## src/rtl/scr_pkg.sv

```systemverilog
package scr_pkg;
    // Position of the tracker inside the frame
    typedef enum logic [1:0] {
        PH_IDLE = 2'd0,   // no frame start seen since reset
        PH_OH   = 2'd1,   // inside the unscrambled framing span
        PH_PAY  = 2'd2    // scrambling until the next frame start
    } phase_e;
endpackage

```

## src/rtl/scr_key_gen.sv

```systemverilog
module scr_key_gen #(
    parameter int DW = 8,
    parameter int SW = 7
) (
    input  logic [SW-1:0] state_i,
    output logic [DW-1:0] key_o,
    output logic [SW-1:0] state_o
);
    // One stage of x^7 + x^6 + 1 per bit, first bit lands in the MSB
    logic [SW-1:0] chain [0:DW];

    assign chain[0] = state_i;

    for (genvar g = 0; g < DW; g++) begin : g_bit
        assign key_o[DW-1-g] = chain[g][SW-1];
        assign chain[g+1]    = {chain[g][SW-2:0], chain[g][SW-1] ^ chain[g][SW-2]};
    end

    assign state_o = chain[DW];
endmodule

```

## src/rtl/scr_oh_tracker.sv

```systemverilog
module scr_oh_tracker
    import scr_pkg::*;
#(
    parameter int N_LO = 3,
    parameter int N_HI = 12
) (
    input  logic clk,
    input  logic rst_n,
    input  logic valid_i,
    input  logic start_i,
    input  logic wide_i,
    output logic bypass_o,
    output logic reseed_o,
    output logic payload_o
);
    localparam int LEN_LO = 3 * N_LO;
    localparam int LEN_HI = 3 * N_HI;
    localparam int CW     = $clog2(LEN_HI + 1);

    typedef struct packed {
        phase_e        phase;
        logic [CW-1:0] cnt;
        logic          wide;
    } trk_t;

    trk_t          st_d, st_q;
    logic [CW-1:0] lim;

    always_comb begin
        st_d      = st_q;
        bypass_o  = 1'b0;
        reseed_o  = 1'b0;
        payload_o = 1'b0;
        lim       = st_q.wide ? CW'(LEN_HI) : CW'(LEN_LO);
        if (valid_i) begin
            if (start_i) begin
                st_d.phase = PH_OH;
                st_d.cnt   = CW'(1);
                st_d.wide  = wide_i;
                bypass_o   = 1'b1;
            end else begin
                case (st_q.phase)
                    PH_OH: begin
                        if (st_q.cnt == lim) begin
                            reseed_o   = 1'b1;
                            payload_o  = 1'b1;
                            st_d.phase = PH_PAY;
                        end else begin
                            st_d.cnt = st_q.cnt + 1'b1;
                            bypass_o = 1'b1;
                        end
                    end
                    PH_PAY:  payload_o = 1'b1;
                    default: ;
                endcase
            end
        end
    end

    always_ff @(posedge clk or negedge rst_n) begin
        if (!rst_n) begin
            st_q <= '{phase: PH_IDLE, cnt: '0, wide: 1'b0};
        end else begin
            st_q <= st_d;
        end
    end


    oh_cnt_bound_chk: assert property (@(posedge clk) disable iff (!rst_n)
        st_q.phase == PH_OH |-> (st_q.cnt >= CW'(1) && st_q.cnt <= lim));


    no_early_reseed_chk: assert property (@(posedge clk) disable iff (!rst_n)
        valid_i && start_i |=> !reseed_o);


    reseed_enters_pay_chk: assert property (@(posedge clk) disable iff (!rst_n)
        reseed_o |=> st_q.phase == PH_PAY);
endmodule

```

## src/rtl/sonet_frame_scrambler.sv

```systemverilog
module sonet_frame_scrambler #(
    parameter int DW   = 8,
    parameter int N_LO = 3,
    parameter int N_HI = 12
) (
    input  logic          clk,
    input  logic          rst_n,
    input  logic [DW-1:0] in_byte,
    input  logic          in_valid,
    input  logic          frame_start,
    input  logic          rate_sel,
    output logic [DW-1:0] out_byte,
    output logic          out_valid,
    output logic          ref8k
);
    localparam int SW = 7;

    typedef struct packed {
        logic [SW-1:0] lfsr;
        logic [DW-1:0] data;
        logic          vld;
        logic          refp;
    } out_t;

    out_t          r_d, r_q;
    logic          bypass, reseed, payload;
    logic [SW-1:0] seed_state, next_state;
    logic [DW-1:0] key;

    scr_oh_tracker #(.N_LO(N_LO), .N_HI(N_HI)) u_trk (
        .clk       (clk),
        .rst_n     (rst_n),
        .valid_i   (in_valid),
        .start_i   (frame_start),
        .wide_i    (rate_sel),
        .bypass_o  (bypass),
        .reseed_o  (reseed),
        .payload_o (payload)
    );

    scr_key_gen #(.DW(DW), .SW(SW)) u_key (
        .state_i (seed_state),
        .key_o   (key),
        .state_o (next_state)
    );

    always_comb begin
        seed_state = reseed ? '1 : r_q.lfsr;
        r_d        = r_q;
        r_d.vld    = in_valid;
        if (in_valid) begin
            r_d.refp = bypass;
            if (payload) begin
                r_d.data = in_byte ^ key;
                r_d.lfsr = next_state;
            end else begin
                r_d.data = in_byte;
            end
        end
    end

    always_ff @(posedge clk or negedge rst_n) begin
        if (!rst_n) begin
            r_q <= '{lfsr: '1, data: '0, vld: 1'b0, refp: 1'b0};
        end else begin
            r_q <= r_d;
        end
    end

    assign out_byte  = r_q.data;
    assign out_valid = r_q.vld;
    assign ref8k     = r_q.refp;


    gap_hold_chk: assert property (@(posedge clk) disable iff (!rst_n)
        !in_valid |=> !out_valid && $stable(out_byte) && $stable(ref8k));


    first_a1_clear_chk: assert property (@(posedge clk) disable iff (!rst_n)
        in_valid && frame_start |=> ref8k && out_byte == $past(in_byte));


    lfsr_alive_chk: assert property (@(posedge clk) disable iff (!rst_n)
        r_q.lfsr != '0);


    gap_freeze_chk: assert property (@(posedge clk) disable iff (!rst_n)
        !in_valid |=> $stable(r_q.lfsr));


    ref_rise_chk: assert property (@(posedge clk) disable iff (!rst_n)
        $rose(ref8k) |-> out_valid && $past(frame_start));


    ref_fall_chk: assert property (@(posedge clk) disable iff (!rst_n)
        $fell(ref8k) |-> out_valid);
endmodule

```

## config.mk

```make
export PLATFORM = sky130hd
export DESIGN_NAME = sonet_frame_scrambler
export DESIGN_NICKNAME = d
export VERILOG_FILES = /design/src/rtl/scr_pkg.sv /design/src/rtl/scr_key_gen.sv /design/src/rtl/scr_oh_tracker.sv /design/src/rtl/sonet_frame_scrambler.sv
export SDC_FILE = /design/constraint.sdc
export NUM_CORES = 1
export LEC_CHECK = 0
export ABC_AREA = 1
export BUFFER_PORTS_ARGS = -buffer_cell sky130_fd_sc_hd__buf_2
export CORE_MARGIN = 1
export CORE_UTILIZATION = 35
export CTS_CLUSTER_DIAMETER = 30
export CTS_CLUSTER_SIZE = 20
export DETAILED_ROUTE_END_ITERATION = 8
export SYNTH_ARGS = -nofsm -noshare
export SYNTH_HDL_FRONTEND = slang
export SYNTH_HIERARCHICAL = 1
export SYNTH_SLANG_ARGS = --single-unit
export TNS_END_PERCENT = 10
```

## constraint.sdc

```tcl
create_clock -name clk -period 3.81 [get_ports clk]
set_input_delay 0.762 -clock clk [delete_from_list [all_inputs] [get_ports clk]]
set_output_delay 0.762 -clock clk [all_outputs]
set_load 0.01 [all_outputs]
```

==> impl_metrics.json <==
{
  "worst_setup_hold_path_clk_slew_ns": 0.09,
  "clockBufferDepth": 2,
  "h-tree-depth": 1,
  "syn_inst": 230,
  "final_core_util_pct": 39.4,
  "clockRootBuffer": "sky130_fd_sc_hd__clkbuf_8",
  "multi_input_comb_area_sq_um": 788,
  "grt_overflow_total": 0,
  "core_region_area_sq_um": 4500,
  "rsz0062_at_grt": "false",
  "std_cell_rows": 24,
  "top_area_cells_in_the_synthesized_netlist": "sky130_fd_sc_hd__dfrtp_1 28%, sky130_fd_sc_hd__nand2_1 20%, sky130_fd_sc_hd__dfstp_2 11%",
  "critPathCaptureType": "register",
  "ff_latch_area_sq_um": 659,
  "routed-via-count": 1350,
  "hold_violations": 0,
  "worst_hold_slack_ns": 0.465,
  "worstSetupStartpointType": "input pin",
  "timing.max_slew.rel_slack_pct": 59.3,
  "fillCellCount": 477,
  "netlist.top_cell.by_area": "sky130_fd_sc_hd__dfrtp_1",
  "critical-path-top-cell-by-count": "sky130_fd_sc_hd__nand2_1",
  "syn_to_final_growth_pct": 4.96,
  "power.density_nw_per_um2": 340,
  "static-leakage-power_nw": 1.00,
  "gp_congestion": 0.834,
  "drt-pass1-iter-count": 4,
  "maximum_number_of_pins_on_one_net_before_global_route_repair": 27,
  "post_synth.cell_area_avg_sq_um": 7.35,
  "power.ir.vdd_worst_mv": 0.232,
  "floorplan.die_area_sq_um": 5120,
  "critical-path-top-delay-family": "simple AND/OR/NAND/NOR gates",
  "hold_buffers": 0,
  "share_of_yosys_cell_area_claimed_by_the_top_area_cell_type_pct": 28.1,
  "wl_per_cell_microns": 11.2,
  "finalNetCount": 255,
  "final_antenna_net_count": 0,
  "routed_wirelength_mm": 3.25,
  "io_buffers": 22,
  "ant_cells": 0,
  "critical_path.cell_chain": "buf_2 -> buf_4 -> nand2_1 -> inv_1 -> nand4_1 -> nor2_1 -> or2_2 -> inv_2 -> nand2_1 -> nand2_2 -> nand2_1 -> nand2_1 -> nand3_1 -> nand2_1",
  "critical_path_class": "input pin to register",
  "final.period_utilization_pct": 61.6,
  "tightestPinTransition_ns": 0.610,
  "synth_nets": 246,
  "post_cts_repair_resize_count": 0,
  "cts_post_setup_buffers_inserted": 0,
  "synth-warning-count": 6,
  "synth.cell_area_sq_um": 1690,
  "cell_internal_pwr_w": 0.000430,
  "post-layout-total-power_w": 0.000604,
  "slowest_stage": "sky130_fd_sc_hd__nor2_1",
  "crit_buf_inv": 4,
  "ys_types": 20,
  "switching_share_pct": 28.9,
  "initial_core_util_pct": 37.6,
  "via_per_inst": 4.66,
  "fp.dieW_microns": 71.5,
  "post_route_cells_drive_above_1_share_pct": 21.8,
  "clock_sink_count": 26,
  "p_switching_w": 0.000175,
  "timing.final.setup_violations": 0,
  "fmaxAchievable_mhz": 426,
  "synth_seq_cells": 26,
  "post-dp-hpwl_mm": 2.35,
  "total_grt_usage_pct": 14.0,
  "hold_path_startpoint": "r_q[10]",
  "grt_pass1_vias": 1308,
  "chipHeight_microns": 71.5,
  "tritoncts": "yes",
  "p_clk_share_pct": 30.1,
  "reg2reg_from": "u_trk/st_q[8]",
  "finalMaxSlewViolations": 0,
  "power.combinational.fraction_pct": 16.6,
  "seq_power_share_pct": 53.3,
  "dr.first_iter.drc_count": 114,
  "grt_pass1_wl_mm": 5.68,
  "route.detailed.drc": 0,
  "required_ns": 3.98,
  "setup_crit_start": "in_valid",
  "critPathMaxFanout": 22,
  "worst_hold_path_type": "register to register",
  "clock_insertion_delay_worst_skew_ns": 0.27,
  "timing.final.crit_period_ns": 2.35,
  "max-cap-violations": 0,
  "setup_tns_ns": 0,
  "boundaryPins": 23,
  "ys_seq_area_share_pct": 39.0,
  "fin_worst_skew_ns": 0.00363,
  "antenna_found_initial": 0,
  "slowest_delay_ns": 0.33,
  "arrival_time_at_the_worst_endpoint_ns": 2.52,
  "outcome": "finished, final reports clean",
  "cts_buffers": 3
}
==> cells by family after synthesis <==
group                      after synthesis  share of synthesized area [%]
adders and majority gates                3                           2.22
xor gates and xnor gates                 6                           3.11
DFF                                     26                           39.0
and+or+nand+nor                        150                           39.7
buffers and inverters                   42                           14.4
AOI/OAI and AO/OA                        3                           1.55
==> flip-flops by register name, indices dropped and copies added, names as in the netlist <==
name,flops
out_valid,1
out_byte,8
ref8k,1
r_q,7
u_trk/st_q,9
==> cell usage in the layout, fill, tap and decap left out, drive strengths merged <==
master and instances:
nand3b 1, o21ai 1, nor2 9, ha 3, nand4 4, xor2 6, nand3 32, clkinv 1
or2 7, inv 21, dfstp 7, buf 24, dfrtp 19, clkbuf 4, nand2 97, a21oi 2
==> worst reg2reg max path, delay by kind of cell (launching register included) <==
family        cells  cell delay (ns)
fa+ha+maj         1             0.16
buf+inv           3             0.30
flops             1             0.39
simple gates     10             1.17
==> cells in the mapped netlist <==
cell type and instances:
sky130_fd_sc_hd__nor2_1 9, sky130_fd_sc_hd__or2_2 7, sky130_fd_sc_hd__o21ai_4 1, sky130_fd_sc_hd__buf_4 17, sky130_fd_sc_hd__buf_6 3, sky130_fd_sc_hd__nand2_1 91, sky130_fd_sc_hd__inv_2 2, sky130_fd_sc_hd__dfstp_2 7
sky130_fd_sc_hd__nand2_2 4, sky130_fd_sc_hd__inv_1 19, sky130_fd_sc_hd__a21oi_1 2, sky130_fd_sc_hd__ha_1 3, sky130_fd_sc_hd__dfrtp_1 19, sky130_fd_sc_hd__nand3_1 31, sky130_fd_sc_hd__nand2_4 2, sky130_fd_sc_hd__nand3b_1 1
sky130_fd_sc_hd__xor2_1 6, sky130_fd_sc_hd__nand3_4 1, sky130_fd_sc_hd__clkinv_1 1, sky130_fd_sc_hd__nand4_1 4
==> path summary, 6_finish.rpt <==
path | to | slack (ns) | cells after the start
worst max-delay path | out_byte[0] | 1.46 | 14
worst min-delay path | r_q[10] | 0.46 | 2
worst max register to register | out_byte[0] | 1.69 | 14
worst min register to register | r_q[10] | 0.46 | 2
max in group asynchronous | u_trk/st_q[0] | 2.92 | 1
min in group asynchronous | out_valid | 0.49 | 1
==> per-layer routing <==
layer	wire (microns)	track usage (%)	vias up
li1	-	-	714
met1	1550	17.5	604
met2	1540	24.4	28
met3	120	2.95	4
met4	40	4.14	0
met5	0	0	-
==> stage by stage <==
| stage | instances | worst slack, ns | instance area, sq um |
|---|---|---|---|
| final | 290 | 1.46 | 1780 |
| after global routing | 290 | 1.26 | 1780 |
| after CTS | 290 | 1.45 | 1780 |
| after detailed placement | 286 | 1.14 | 1720 |
| after global placement | 286 | 1.25 | 1720 |
| after floorplan | 230 | 1.84 | 1690 |
==> final cells by class <==
type	count	area share [%]
multi-input combinational	162	44.4
tap	52	3.66
clock buffer	4	3.10
inverter	22	4.65
timing repair buffer	24	7.05
sequential	26	37.1
==> power groups by stage <==
stage | sequential, W | combinational, W | clock [W]
2_1_floorplan | 0.000321 | 0.0000845 | 0
3_3_place_gp | 0.000327 | 0.000104 | 0
3_5_place_dp | 0.000327 | 0.000102 | 0
4_1_cts | 0.000322 | 0.000102 | 0.000194
5_1_grt | 0.000325 | 0.000116 | 0.000200
6_report | 0.000322 | 0.000101 | 0.000182
Power figures use the tool's default switching activity.
